==> src/rtl/dlycal_pkg.sv <==
package dlycal_pkg;

    // Measurement-loop sequencing
    typedef enum logic [1:0] {
        M_IDLE,
        M_TRIG,
        M_POLL
    } meas_state_t;

    // Rescale sequencing: capture, then one divide per tap field, then write
    typedef enum logic [2:0] {
        S_IDLE,
        S_CMD_GO,
        S_CMD_WAIT,
        S_FB_GO,
        S_FB_WAIT
    } scale_state_t;

    // Width of an accumulator that holds n samples of cw bits without wrap
    function automatic int sum_width(input int cw, input int n);
        return cw + $clog2(n);
    endfunction

endpackage

==> src/rtl/dlycal_div.sv <==
// Restoring unsigned divider: one quotient bit per cycle.
module dlycal_div #(
    parameter int NUM_W = 13,
    parameter int DEN_W = 8
) (
    input  logic             clk,
    input  logic             rst,
    input  logic             go,
    input  logic [NUM_W-1:0] num,
    input  logic [DEN_W-1:0] den,
    output logic             valid,
    output logic [NUM_W-1:0] quo
);
    localparam int CNT_W = $clog2(NUM_W + 1);

    logic [NUM_W-1:0] q_r;
    logic [DEN_W:0]   rem_r;
    logic [CNT_W-1:0] left_r;
    logic             run_r;
    logic [DEN_W:0]   trial;
    logic             fits;

    assign trial = {rem_r[DEN_W-1:0], q_r[NUM_W-1]};
    assign fits  = trial >= {1'b0, den};

    always_ff @(posedge clk) begin
        if (rst) begin
            q_r    <= '0;
            rem_r  <= '0;
            left_r <= '0;
            run_r  <= 1'b0;
            valid  <= 1'b0;
        end else begin
            valid <= 1'b0;
            if (go) begin
                q_r    <= num;
                rem_r  <= '0;
                left_r <= CNT_W'(NUM_W);
                run_r  <= 1'b1;
            end else if (run_r) begin
                rem_r  <= fits ? (trial - {1'b0, den}) : trial;
                q_r    <= {q_r[NUM_W-2:0], fits};
                left_r <= left_r - 1'b1;
                if (left_r == CNT_W'(1)) begin
                    run_r <= 1'b0;
                    valid <= 1'b1;
                end
            end
        end
    end

    assign quo = q_r;

endmodule

==> src/rtl/dlycal_measure.sv <==
// Triggers the oscillator counter NUM_MEAS times and sums the counts.
module dlycal_measure
    import dlycal_pkg::*;
#(
    parameter int CNT_W     = 8,
    parameter int NUM_MEAS  = 10,
    parameter int OSC_W     = 16,
    parameter int START_BIT = 14,
    parameter int DONE_BIT  = 15,
    parameter int SUM_W     = sum_width(CNT_W, NUM_MEAS)
) (
    input  logic             clk,
    input  logic             rst,
    input  logic             go,
    input  logic [OSC_W-1:0] osc_rdata,
    output logic             osc_wr,
    output logic [OSC_W-1:0] osc_wdata,
    output logic [SUM_W-1:0] sum,
    output logic             done
);
    localparam int IDX_W = (NUM_MEAS > 1) ? $clog2(NUM_MEAS) : 1;
    localparam logic [OSC_W-1:0] START_WORD = OSC_W'(1) << START_BIT;

    meas_state_t      state;
    logic [IDX_W-1:0] idx;
    logic             sample_ok;

    assign sample_ok = osc_rdata[DONE_BIT];
    assign osc_wr    = (state == M_TRIG);
    assign osc_wdata = osc_wr ? START_WORD : '0;

    always_ff @(posedge clk) begin
        if (rst) begin
            state <= M_IDLE;
            idx   <= '0;
            sum   <= '0;
            done  <= 1'b0;
        end else begin
            done <= 1'b0;
            case (state)
                M_IDLE: begin
                    if (go) begin
                        idx   <= '0;
                        sum   <= '0;
                        state <= M_TRIG;
                    end
                end
                M_TRIG: state <= M_POLL;
                M_POLL: begin
                    if (sample_ok) begin
                        sum <= sum + SUM_W'(osc_rdata[CNT_W-1:0]);
                        if (idx == IDX_W'(NUM_MEAS - 1)) begin
                            done  <= 1'b1;
                            state <= M_IDLE;
                        end else begin
                            idx   <= idx + 1'b1;
                            state <= M_TRIG;
                        end
                    end
                end
                default: state <= M_IDLE;
            endcase
        end
    end

    logic unused_rdata_bits;
    assign unused_rdata_bits = ^osc_rdata;

endmodule

==> src/rtl/dlycal_rescale.sv <==
// Scales both tap fields by ref/avg and writes the register back once.
module dlycal_rescale
    import dlycal_pkg::*;
#(
    parameter int CNT_W   = 8,
    parameter int FIELD_W = 5,
    parameter int REG_W   = 32,
    parameter int CMD_LSB = 0,
    parameter int FB_LSB  = 8
) (
    input  logic             clk,
    input  logic             rst,
    input  logic             go,
    input  logic [CNT_W-1:0] avg,
    input  logic [CNT_W-1:0] ref_count,
    input  logic [REG_W-1:0] dly_rdata,
    output logic             dly_wr,
    output logic [REG_W-1:0] dly_wdata,
    output logic             done,
    output logic             zero_div
);
    localparam int PROD_W = FIELD_W + CNT_W;

    scale_state_t        state;
    logic [CNT_W-1:0]    avg_q;
    logic [CNT_W-1:0]    ref_q;
    logic [FIELD_W-1:0]  cmd_old;
    logic [FIELD_W-1:0]  fb_old;
    logic [FIELD_W-1:0]  cmd_new;
    logic                div_go;
    logic [PROD_W-1:0]   div_num;
    logic                div_valid;
    logic [PROD_W-1:0]   div_quo;
    logic [REG_W-1:0]    merged;

    assign div_go  = (state == S_CMD_GO) || (state == S_FB_GO);
    assign div_num = (state == S_FB_GO) ? PROD_W'(fb_old) * PROD_W'(ref_q)
                                        : PROD_W'(cmd_old) * PROD_W'(ref_q);

    dlycal_div #(
        .NUM_W(PROD_W),
        .DEN_W(CNT_W)
    ) u_div (
        .clk  (clk),
        .rst  (rst),
        .go   (div_go),
        .num  (div_num),
        .den  (avg_q),
        .valid(div_valid),
        .quo  (div_quo)
    );

    always_comb begin
        merged = dly_rdata;
        merged[CMD_LSB +: FIELD_W] = cmd_new;
        merged[FB_LSB +: FIELD_W]  = div_quo[FIELD_W-1:0];
    end

    always_ff @(posedge clk) begin
        if (rst) begin
            state     <= S_IDLE;
            avg_q     <= '0;
            ref_q     <= '0;
            cmd_old   <= '0;
            fb_old    <= '0;
            cmd_new   <= '0;
            dly_wr    <= 1'b0;
            dly_wdata <= '0;
            done      <= 1'b0;
            zero_div  <= 1'b0;
        end else begin
            dly_wr   <= 1'b0;
            done     <= 1'b0;
            zero_div <= 1'b0;
            case (state)
                S_IDLE: begin
                    if (go) begin
                        if (avg == '0) begin
                            done     <= 1'b1;
                            zero_div <= 1'b1;
                        end else begin
                            avg_q   <= avg;
                            ref_q   <= ref_count;
                            cmd_old <= dly_rdata[CMD_LSB +: FIELD_W];
                            fb_old  <= dly_rdata[FB_LSB +: FIELD_W];
                            state   <= S_CMD_GO;
                        end
                    end
                end
                S_CMD_GO: state <= S_CMD_WAIT;
                S_CMD_WAIT: begin
                    if (div_valid) begin
                        cmd_new <= div_quo[FIELD_W-1:0];
                        state   <= S_FB_GO;
                    end
                end
                S_FB_GO: state <= S_FB_WAIT;
                S_FB_WAIT: begin
                    if (div_valid) begin
                        dly_wdata <= merged;
                        dly_wr    <= 1'b1;
                        done      <= 1'b1;
                        state     <= S_IDLE;
                    end
                end
                default: state <= S_IDLE;
            endcase
        end
    end

    logic unused_quo_bits;
    assign unused_quo_bits = ^div_quo;

endmodule

==> src/rtl/dly_calibrator.sv <==
module dly_calibrator
    import dlycal_pkg::*;
#(
    parameter int CNT_W     = 8,
    parameter int NUM_MEAS  = 10,
    parameter int OSC_W     = 16,
    parameter int START_BIT = 14,
    parameter int DONE_BIT  = 15,
    parameter int FIELD_W   = 5,
    parameter int REG_W     = 32,
    parameter int CMD_LSB   = 0,
    parameter int FB_LSB    = 8
) (
    input  logic             clk,
    input  logic             rst,
    input  logic             start,
    input  logic [CNT_W-1:0] ref_count,
    output logic             osc_wr,
    output logic [OSC_W-1:0] osc_wdata,
    input  logic [OSC_W-1:0] osc_rdata,
    input  logic [REG_W-1:0] dly_rdata,
    output logic             dly_wr,
    output logic [REG_W-1:0] dly_wdata,
    output logic             busy,
    output logic             done,
    output logic             err
);
    localparam int SUM_W = sum_width(CNT_W, NUM_MEAS);

    logic             busy_q;
    logic             err_q;
    logic             accept;
    logic [SUM_W-1:0] meas_sum;
    logic             meas_done;
    logic [SUM_W-1:0] avg_full;
    logic [CNT_W-1:0] avg_q;
    logic             scale_go;
    logic             scale_done;
    logic             scale_zero;

    assign accept   = start && !busy_q;
    assign avg_full = meas_sum / SUM_W'(NUM_MEAS);

    dlycal_measure #(
        .CNT_W    (CNT_W),
        .NUM_MEAS (NUM_MEAS),
        .OSC_W    (OSC_W),
        .START_BIT(START_BIT),
        .DONE_BIT (DONE_BIT),
        .SUM_W    (SUM_W)
    ) u_meas (
        .clk      (clk),
        .rst      (rst),
        .go       (accept),
        .osc_rdata(osc_rdata),
        .osc_wr   (osc_wr),
        .osc_wdata(osc_wdata),
        .sum      (meas_sum),
        .done     (meas_done)
    );

    dlycal_rescale #(
        .CNT_W  (CNT_W),
        .FIELD_W(FIELD_W),
        .REG_W  (REG_W),
        .CMD_LSB(CMD_LSB),
        .FB_LSB (FB_LSB)
    ) u_scale (
        .clk      (clk),
        .rst      (rst),
        .go       (scale_go),
        .avg      (avg_q),
        .ref_count(ref_count),
        .dly_rdata(dly_rdata),
        .dly_wr   (dly_wr),
        .dly_wdata(dly_wdata),
        .done     (scale_done),
        .zero_div (scale_zero)
    );

    always_ff @(posedge clk) begin
        if (rst) begin
            busy_q   <= 1'b0;
            err_q    <= 1'b0;
            avg_q    <= '0;
            scale_go <= 1'b0;
        end else begin
            scale_go <= 1'b0;
            if (meas_done) begin
                avg_q    <= avg_full[CNT_W-1:0];
                scale_go <= 1'b1;
            end
            if (accept) begin
                busy_q <= 1'b1;
                err_q  <= 1'b0;
            end else if (scale_done) begin
                busy_q <= 1'b0;
            end
            if (scale_zero) err_q <= 1'b1;
        end
    end

    assign busy = busy_q;
    assign done = scale_done;
    assign err  = err_q;

    logic unused_avg_bits;
    assign unused_avg_bits = ^avg_full;

endmodule

==> config.mk <==
export PLATFORM = sky130hd
export DESIGN_NAME = dly_calibrator
export DESIGN_NICKNAME = d
export VERILOG_FILES = /design/src/rtl/dlycal_pkg.sv /design/src/rtl/dlycal_div.sv /design/src/rtl/dlycal_measure.sv /design/src/rtl/dlycal_rescale.sv /design/src/rtl/dly_calibrator.sv
export SDC_FILE = /design/constraint.sdc
export NUM_CORES = 1
export LEC_CHECK = 0
export ABC_CLOCK_PERIOD_IN_PS = 8750
export BUFFER_PORTS_ARGS = -buffer_cell sky130_fd_sc_hd__buf_2
export CORE_MARGIN = 3
export CORE_UTILIZATION = 50
export CTS_BUF_LIST = sky130_fd_sc_hd__clkbuf_4
export DETAILED_ROUTE_END_ITERATION = 16
export PLACE_DENSITY = 0.7
export SLEW_MARGIN = 10
export SYNTH_ARGS = -nofsm -noshare
export SYNTH_HDL_FRONTEND = slang
export SYNTH_SLANG_ARGS = --single-unit
==> constraint.sdc <==
create_clock -name clk -period 8.75 [get_ports clk]
set_clock_uncertainty 0.2 [all_clocks]
set_input_delay 0.4375 -clock clk [delete_from_list [all_inputs] [get_ports clk]]
set_output_delay 0.4375 -clock clk [all_outputs]
set_load 0.01 [all_outputs]
; ---- After elaboration in Yosys (flattened, before gate mapping)
; Index checks and enable logic that the tools add are counted.
[op_classes]
addsub = 4
n_mul = 2
div_mod_pow = 1
order_cmp = 1
n_eq_ne = 15
n_mux = 37
n_bitwise = 6
n_reduce_logical = 22
[ops]
columns = cell, n
row1 = 13-bit two-way mux, 3
row2 = 5-bit by 8-bit multiplier with 13-bit output, 2
row3 = 12-bit two-way mux, 2
row4 = 12-bit case mux with 2 select lines, 1
row5 = 4-bit two-way mux, 5
row6 = 15-bit two-way mux, 1
row7 = 3-bit case mux with 5 select lines, 1
row8 = 1-bit two-way mux, 14
row9 = "2-bit != test, second input constant", 7
row10 = 12-bit by 8-bit adder with 12-bit output, 1
row11 = "12-bit by 4-bit divider with 12-bit output, second input constant", 1
row12 = 3-bit two-way mux, 4
row13 = 9-bit by 8-bit >= comparator with 1-bit output, 1
row14 = 8-bit zero test, 1
row15 = 8-bit two-way mux, 1
row16 = 4-bit case mux with 2 select lines, 1
row17 = 4-bit AND reduction, 2
row18 = 2-bit nonzero test, 4
row19 = 8-bit subtractor, 1
row20 = "3-bit by 2-bit equality test with 1-bit output, second input constant", 2
row21 = 1-bit NOT, 6
row22 = 2-bit case mux with 3 select lines, 1
row23 = 2-bit AND reduction, 3
row24 = 3-bit AND reduction, 2
row25 = 17 further kinds, 21
[totals]
ff_bits = 126
inputBits = 59
out_inout_bits = 53
elab_cells = 112

; ---- Depth between registers and ports, before layout
; Gate-level depths: netlist of run 1.
[depth]
ltp_word = 4
depth_mapped = 19
ltp_nobuf = 18

; ---- By module
; A second synthesis of run 1 with hierarchy kept.
[hier_totals]
cells_unflattened = 1145
hier_area_um2 = 9288.9
[by_module_without_submodules]
columns = mod, n_inst, cells_per_inst, area_each_um2, seq_area_each_um2
row1 = dlycal_rescale, 1, 630, 5074.9, 1381.3
row2 = dlycal_div, 1, 195, 1571.5, 540.5
row3 = dly_calibrator, 1, 186, 1436.4, 220.2
row4 = dlycal_measure, 1, 134, 1206.2, 380.4

; ---- Worst setup path before layout of run 1
; No wires, ideal clock.
[synth_path]
kind = reg-to-reg
from = reg u_scale.fb_old[4]
to = reg u_scale.u_div.q_r[12] (netlist: u_scale.u_div.quo[12])
setup_ns = 0.115
t_arrival_ns = 4.226
t_required_ns = 8.435
path_slack_ns = 4.209
path_stages_with_launch = 19
n_path_buf = 1
synth_period_minus_slack_ns = 4.541
cell_sequence = dfxtp_1 clkbuf_1 nand2_1 fa_1 fa_1 fa_1 inv_1 ha_1 a21o_1 a21oi_1 o21bai_1 a21oi_1 o21bai_1 a21oi_1 o21bai_1 a21oi_1 xor2_1 and3_1 a2111oi_0
[synth_between]
elab_chain_cells = 3
[synth_lines]
columns = element, line
row1 = "start, declared", dlycal_rescale.sv:28  ; logic [FIELD_W-1:0] fb_old;
row2 = "start signal, assigned", dlycal_rescale.sv:85  ; fb_old <= dly_rdata[FB_LSB +: FIELD_W];
row3 = 5-bit by 8-bit multiplier with 13-bit output, dlycal_rescale.sv:37  ; assign div_num = (state == S_FB_GO) ? PROD_W'(fb_old) * PROD_W'(ref_q)
row4 = 13-bit two-way mux, dlycal_rescale.sv:37
row5 = 13-bit two-way mux, dlycal_div.sv:35  ; if (go) begin
row6 = "end signal, assigned", dlycal_div.sv:36  ; q_r <= num;
row7 = "end signal, assigned", dlycal_div.sv:42  ; q_r <= {q_r[NUM_W-2:0], fits};
row8 = "end, declared", dlycal_div.sv:16  ; logic [NUM_W-1:0] q_r;
; No other way between the ends.
; A chain may end at the register's enable or synchronous reset.

; ---- Worst setup path after layout of run 1
[layout_path]
from = reg u_scale.ref_q[0]
to = reg u_scale.u_div.q_r[12] (netlist: u_scale.u_div.quo[12])
[layout_between]
elab_chain_cells = 3
word_cells_on_any_way = 4
classes_between = mul: 2 / mux: 2
[layout_lines]
columns = element, line
row1 = "start, declared", dlycal_rescale.sv:26  ; logic [CNT_W-1:0] ref_q;
row2 = "start signal, assigned", dlycal_rescale.sv:83  ; ref_q <= ref_count;
row3 = "5-bit by 8-bit multiplier with 13-bit output, on equally long branches", "dlycal_rescale.sv:38, dlycal_rescale.sv:37"
row4 = 13-bit two-way mux (*), dlycal_rescale.sv:37
row5 = 13-bit two-way mux (*), dlycal_div.sv:35
; Every way passes the cells marked *; elsewhere a longest branch is shown, timed or not.

==> results of run 1 <==
how the worst max path moves through the flow:
| stage | end | depth (start not counted) | from | slack [ps] |
|---|---|---|---|---|
| 2_1_floorplan | u_scale.u_div.quo[12] | 18 | u_scale.fb_old[4] | 4210 |
| 3_5_place_dp | u_scale.u_div.quo[12] | 17 | u_scale.ref_q[0] | 3780 |
| 4_1_cts | u_scale.u_div.quo[12] | 17 | u_scale.ref_q[0] | 3760 |
| 6_report | u_scale.u_div.quo[12] | 17 | u_scale.ref_q[0] | 3820 |
| 5_1_grt | u_scale.u_div.quo[12] | 17 | u_scale.ref_q[0] | 3410 |
| 3_3_place_gp | u_scale.u_div.quo[12] | 17 | u_scale.ref_q[0] | 3870 |
cell type report:
class,count,share of cell area (%)
Multi-Input combinational cell,804,56.4
Clock inverter,15,1.75
Clock buffer,17,1.29
Inverter,79,3.01
Tap cell,220,2.79
Sequential cell,126,25.6
Timing Repair Buffer,136,9.19
stage by stage:
step | area [sq um] | worst slack [ps]
6_report | 9860 | 3820
5_1_grt | 9860 | 3410
4_1_cts | 9860 | 3760
3_5_place_dp | 9140 | 3780
3_3_place_gp | 9140 | 3870
2_1_floorplan | 8780 | 4210
cells by family after synthesis:
family | count (synthesis)
adders and majority gates | 103
muxes | 27
other | 1
buffers and inverters | 161
DFF | 126
and+or+nand+nor | 377
xor gates and xnor gates | 42
AOI/OAI and AO/OA | 240
power by group through the flow:
| stage | Sequential (mW) | Clock, mW | Combinational (mW) |
|---|---|---|---|
| after global placement | 0.592 | 0 | 0.0522 |
| after global routing | 0.580 | 0.469 | 0.0758 |
| after floorplan | 0.590 | 0 | 0.0410 |
| final | 0.579 | 0.428 | 0.0684 |
| after CTS | 0.579 | 0.442 | 0.0674 |
| after detailed placement | 0.592 | 0 | 0.0530 |
layer usage:
layer  wire length, um  GRT usage (%)  vias up
met4               159           3.80        0
li1                  -              -     3756
met1              9110           27.1     3354
met2              8950           33.4      134
met5                 0              0        -
met3               750           3.87       12
sequential cells by signal, indices dropped and copies added, names as in the netlist:
name and flops:
u_scale.u_div.run_r 1, u_scale.u_div.left_r 4, u_meas.sum 12, u_scale.avg_q 8
u_scale.u_div.valid 1, u_scale.fb_old 5, scale_go 1, u_scale.ref_q 8
avg_q 8, u_meas.state 2, u_scale.u_div.quo 13, u_scale.state 3
u_scale.u_div.rem_r 8, u_scale.done 1, u_scale.dly_wr 1, u_meas.idx 4
busy 1, u_scale.dly_wdata 32, u_scale.zero_div 1, u_scale.cmd_old 5
err 1, u_meas.done 1, u_scale.cmd_new 5
what timing repair did:
action                                 in CTS  in global routing
gates resized for setup                     0                  0
hold buffers                               42                  0
endpoints found under the hold margin      43                  0
worst max-delay path: stages, from the launching register on:
cell and delay, ps:
dfxtp_1 560, nand2_1 140, fa_1 530, fa_1 520, fa_1 540, inv_1 40
ha_1 320, a21o_1 190, a21oi_1 210, o21bai_1 90, a21oi_1 250, o21bai_1 100
a21oi_1 230, o21bai_1 90, a21oi_1 170, xor2_1 130, and3_1 190, a2111oi_0 330
synth_stat cells, types with 5 or more instances:
library cell	number	share of area, %
buf_1	5	0.22
nor3_1	10	0.57
a21oi_1	110	6.3
dfxtp_1	126	29
a211oi_1	30	2.6
nor2b_1	11	0.79
xnor2_1	32	3.2
inv_1	79	3.4
ha_1	62	8.9
and2_1	39	2.8
and3_1	5	0.36
nor2_1	66	2.8
clkbuf_1	53	2.3
nand2b_1	10	0.72
or3_1	5	0.36
o21bai_1	16	1.4
mux2i_1	25	2.9
xor2_1	10	1.0
a22oi_1	7	0.60
o21ai_0	21	1.2
fa_1	38	8.7
buf_4	17	1.5
nand2_1	185	8.0
nand3_1	20	1.1
a21o_1	16	1.4
==> impl_metrics.ini, run 1 <==
[layout]
mostFrequentLayoutCells = 185 x nand2_1, 126 x dfxtp_1, 110 x a21oi_1
fillCellCount = 1604
antenna_cells = 0
layout_commonest_cell = nand2_1
fin_nets = 1323
final_util_pct = 58.6
regArea_sq_um = 2520
layout-drive-gt1-share_pct = 12.6
area_delta_synth_final_pct = 13.0
multi_input_area_sq_um = 5560
fin_cells = 1397

[critical_path]
worstSetupPathType = reg -> reg
setup.worst_path.end_class = flop
reg2reg_to = u_scale.u_div.quo[12]
ff2ff_path_depth = 17
reg2reg_slack_ps = 3820
crit_path_max_fanout = 10
worst_ep_required_time_ps = 8980
cp_data_arrival_time_ps = 5150
cp-start-kind = flop
r2r-start = u_scale.ref_q[0]

[synthesis]
ys.flop_type = dfxtp_1
synth-simple-area-share_pct = 19.7
netlist_instances = 1077
synth_top_family_by_area = simple AND/OR/NAND/NOR gates
synth-xor-area-share_pct = 4.21
syn_avg_cell_area_sq_um = 8.10
yosys_warnings = 0
synthMuxAreaShare_pct = 3.13
ys_types = 73
syn-cell-area_sq_um = 8730
synth_edf_count = 0
synthAdderAreaFrac_pct = 18.0
synth_compound_area_share_pct = 18.0
ys_async_sr_fraction_pct = 0
ys_seq_area_share_pct = 28.9
synth_seq_cells = 126

[timing]
finalHoldViolations = 0
min_period_ps = 4930
slew_headroom_pct = 30.8
rsz0062_at_grt = no
tns_ps = 0
min_period_over_period_pct = 56.3
setup_viol = 0
hold_ws_ps = 131
fmax_ghz = 0.203
worst_pin_slew_ps = 1040
finalMaxSlewViolations = 0

[detailed_routing]
num_vias = 7256
antenna_left = 0
wire_per_inst_um = 13.6
wirelength_um = 19000
detailedRoute.firstPassIterationCount = 4
viasPerCell = 5.19
drt_iter0_drc = 305
drc_errors = 0

[clock_tree]
clockBufferDepth = 2
clkTransAtPathRegs_ps = 130
htree_num_levels = 4
cts_tree = yes
post_cts_buffers = 0
root_buffer = clkbuf_4
clock-sinks = 126
numCtsBuffers = 17
worstSkewPairLatency_ps = 540

[global_route]
grt_max_degree = 66
first_global_vias = 6827
grtUsageTotal_pct = 19.9
overflow = 0
grt_pass1_wl_um = 32500
antenna_found_initial = 0

[placed_design]
port_buffers = 89
dp.cells = 1323
hpwl_um = 13500
place_congestion = 0.819

[worst_hold_path]
holdCritPathClass = in -> reg
hold_depth = 4
min_to = u_meas.sum[0]
hp-start = osc_rdata[0]

[die]
die_x_um = 138
top_level_ports = 112
die_area_sq_um = 19100
fp.coreArea_sq_um = 16800
start_util_pct = 51.9
rows = 47
die_y_um = 138

[power]
comb_power_share_pct = 6.4
finalPower_mw = 1.08
p_leak_nw = 4.23
sequentialPowerShare_pct = 53.8
power_frac_clock_pct = 39.8
ir_drop_v = 0.0000876
power_switching_uw = 288
switching_share_pct = 26.8
internal_power_uw = 787
cellPowerDensity_nw_per_um2 = 109

[status]
status = finished, final reports clean

[job]
drv_cap = 0
Power figures use the tool's default switching activity.
==> inputs of run 2 (changes only) <==
- ABC_CLOCK_PERIOD_IN_PS: 8750 -> 4010
- PLACE_DENSITY: 0.7 -> 0.73
- clock period: 8.75 -> 4.01 ns (I/O delays scaled with it)
==> impl_metrics.ini, run 2 (synthesis results as in run 1) <==
[detailed_routing]
wire_per_inst_um = 13.9
wirelength_um = 20200
antenna_left = 0
num_vias = 7645
drt_iter0_drc = 474
drc_errors = 0
viasPerCell = 5.23
detailedRoute.firstPassIterationCount = 5

[global_route]
overflow = 0
first_global_vias = 7309
grtUsageTotal_pct = 21.1
grt_pass1_wl_um = 34200
antenna_found_initial = 1
grt_max_degree = 74

[power]
cellPowerDensity_nw_per_um2 = 218
p_leak_nw = 4.54
finalPower_mw = 2.30
ir_drop_v = 0.000168

[timing]
rsz0062_at_grt = yes
worst_pin_slew_ps = 1190
tns_ps = -171
min_period_ps = 4110
finalHoldViolations = 0
setup_slack_ps = -101
setup_viol = 2
hold_ws_ps = 215
slew_headroom_pct = 20.4
finalMaxSlewViolations = 0
fmax_ghz = 0.243
min_period_over_period_pct = 103

[layout]
fin_cells = 1461
largest_reg_flops = 32
fin_nets = 1386
design_area_sq_um = 10500
layout-drive-gt1-share_pct = 19.2
top_register = u_scale.dly_wdata
final_util_pct = 62.6
area_delta_synth_final_pct = 20.6
layout_commonest_cell = nand2_1
fillCellCount = 1479
mostFrequentLayoutCells = 181 x nand2_1, 116 x dfxtp_1, 99 x a21oi_1

[placed_design]
place_congestion = 0.828
dp.cells = 1370
hpwl_um = 14100
placed_cell_area_sq_um = 9570
dp_slack_ps = -273
port_buffers = 89

[job]
drv_cap = 0

[clock_tree]
root_buffer = clkbuf_4
clockBufferDepth = 2
clkTransAtPathRegs_ps = 130
worstSkewPairLatency_ps = 550
cts_tree = yes
numCtsBuffers = 17
clock-sinks = 126
htree_num_levels = 4

[die]
fp.coreArea_sq_um = 16800
rows = 47
top_level_ports = 112
die_y_um = 138
start_util_pct = 51.9
die_x_um = 138
die_area_sq_um = 19100

[critical_path]
critPathMaxStageDelay_ps = 530
worst_ep_required_time_ps = 4260
setup.worst_path.end_class = flop
r2r-start = u_scale.cmd_old[4]
cp-start-kind = flop
cp_cell_sequence = nand2_1, fa_1, inv_1, fa_1, fa_1, ha_1, a21oi_2, o21bai_2, a21oi_2, o21bai_1, a21oi_2, o21bai_1, a21oi_1, xnor2_1, nor3_2, a2111oi_2
worstSetupPathType = reg -> reg
crit_path_max_fanout = 4
reg2reg_to = u_scale.u_div.quo[12]
ff2ff_path_depth = 16
crit_slowest_cell = fa_1
reg2reg_slack_ps = -100
cp_data_arrival_time_ps = 4360

[worst_hold_path]
hp-start = ref_count[6]
hold_depth = 4
holdCritPathClass = in -> reg
min_to = u_scale.ref_q[6]

[status]
status = finished, violations left
violations = negative setup slack
run 2: cell types whose count changed in the layout (fill, tap and decap cells not counted), moves of 6 or more:
cell / change
buf_4: +50
dlygate4sd3_1: +12
a21oi_1: -11
a21oi_2: +11
dfxtp_1: -10
dfxtp_4: +6
run 2: layout make-up:
type	instances	area [sq um]	area share (%)
Clock buffer	17	128	1.21
Antenna cell	1	2.50	0.0238
Sequential cell	126	2550	24.2
Timing Repair Buffer	199	1410	13.4
Multi-Input combinational cell	804	5710	54.3
Inverter	79	297	2.82
Tap cell	220	275	2.61
Clock inverter	15	150	1.43
run 2: worst max-delay path by stage:
stage / slack, ps / end / startpoint / cells after the start
after detailed placement: -270 / u_scale.u_div.quo[11] / u_scale.ref_q[2] / 16
after global placement: -180 / u_scale.u_div.quo[11] / u_scale.ref_q[2] / 16
after floorplan: -90 / u_scale.u_div.quo[12] / u_scale.ref_q[2] / 18
final: -100 / u_scale.u_div.quo[12] / u_scale.cmd_old[4] / 16
after CTS: -140 / u_scale.u_div.quo[12] / u_scale.fb_old[4] / 17
after global routing: -310 / u_scale.u_div.quo[12] / u_scale.ref_q[0] / 17
run 2: per-layer routing:
layer / share of wire [%] / vias up / GRT usage, %
met5: 0 / - / 0
met4: 1.4 / 0 / 5.72
met3: 4.0 / 25 / 4.45
met2: 48 / 154 / 34.8
met1: 46 / 3578 / 28.4
li1: - / 3888 / -
run 2: where the power goes:
group          switching [mW]  internal [mW]  total [mW]
registers             0.00693           1.25        1.26
logic                  0.0801         0.0804       0.160
clock network           0.552          0.328       0.881
total                   0.639           1.66        2.30
run 2: repair_timing:
action / in CTS / in global routing
pin swaps: 30 / 8
hold buffers: 54 / 0
setup endpoints to repair: 4 / 4
setup buffers: 4 / 0
gates resized for setup: 31 / 7
hold endpoints to repair: 61 / 0
run 2: worst max-delay path: cells and delay by family (launching register included):
family,cells,cell delay (ps)
AOI/OAI and AO/OA,8,1210
DFF,1,390
buffers and inverters,1,50
adders and majority gates,4,1860
xor gates and xnor gates,1,150
and+or+nand+nor,2,160
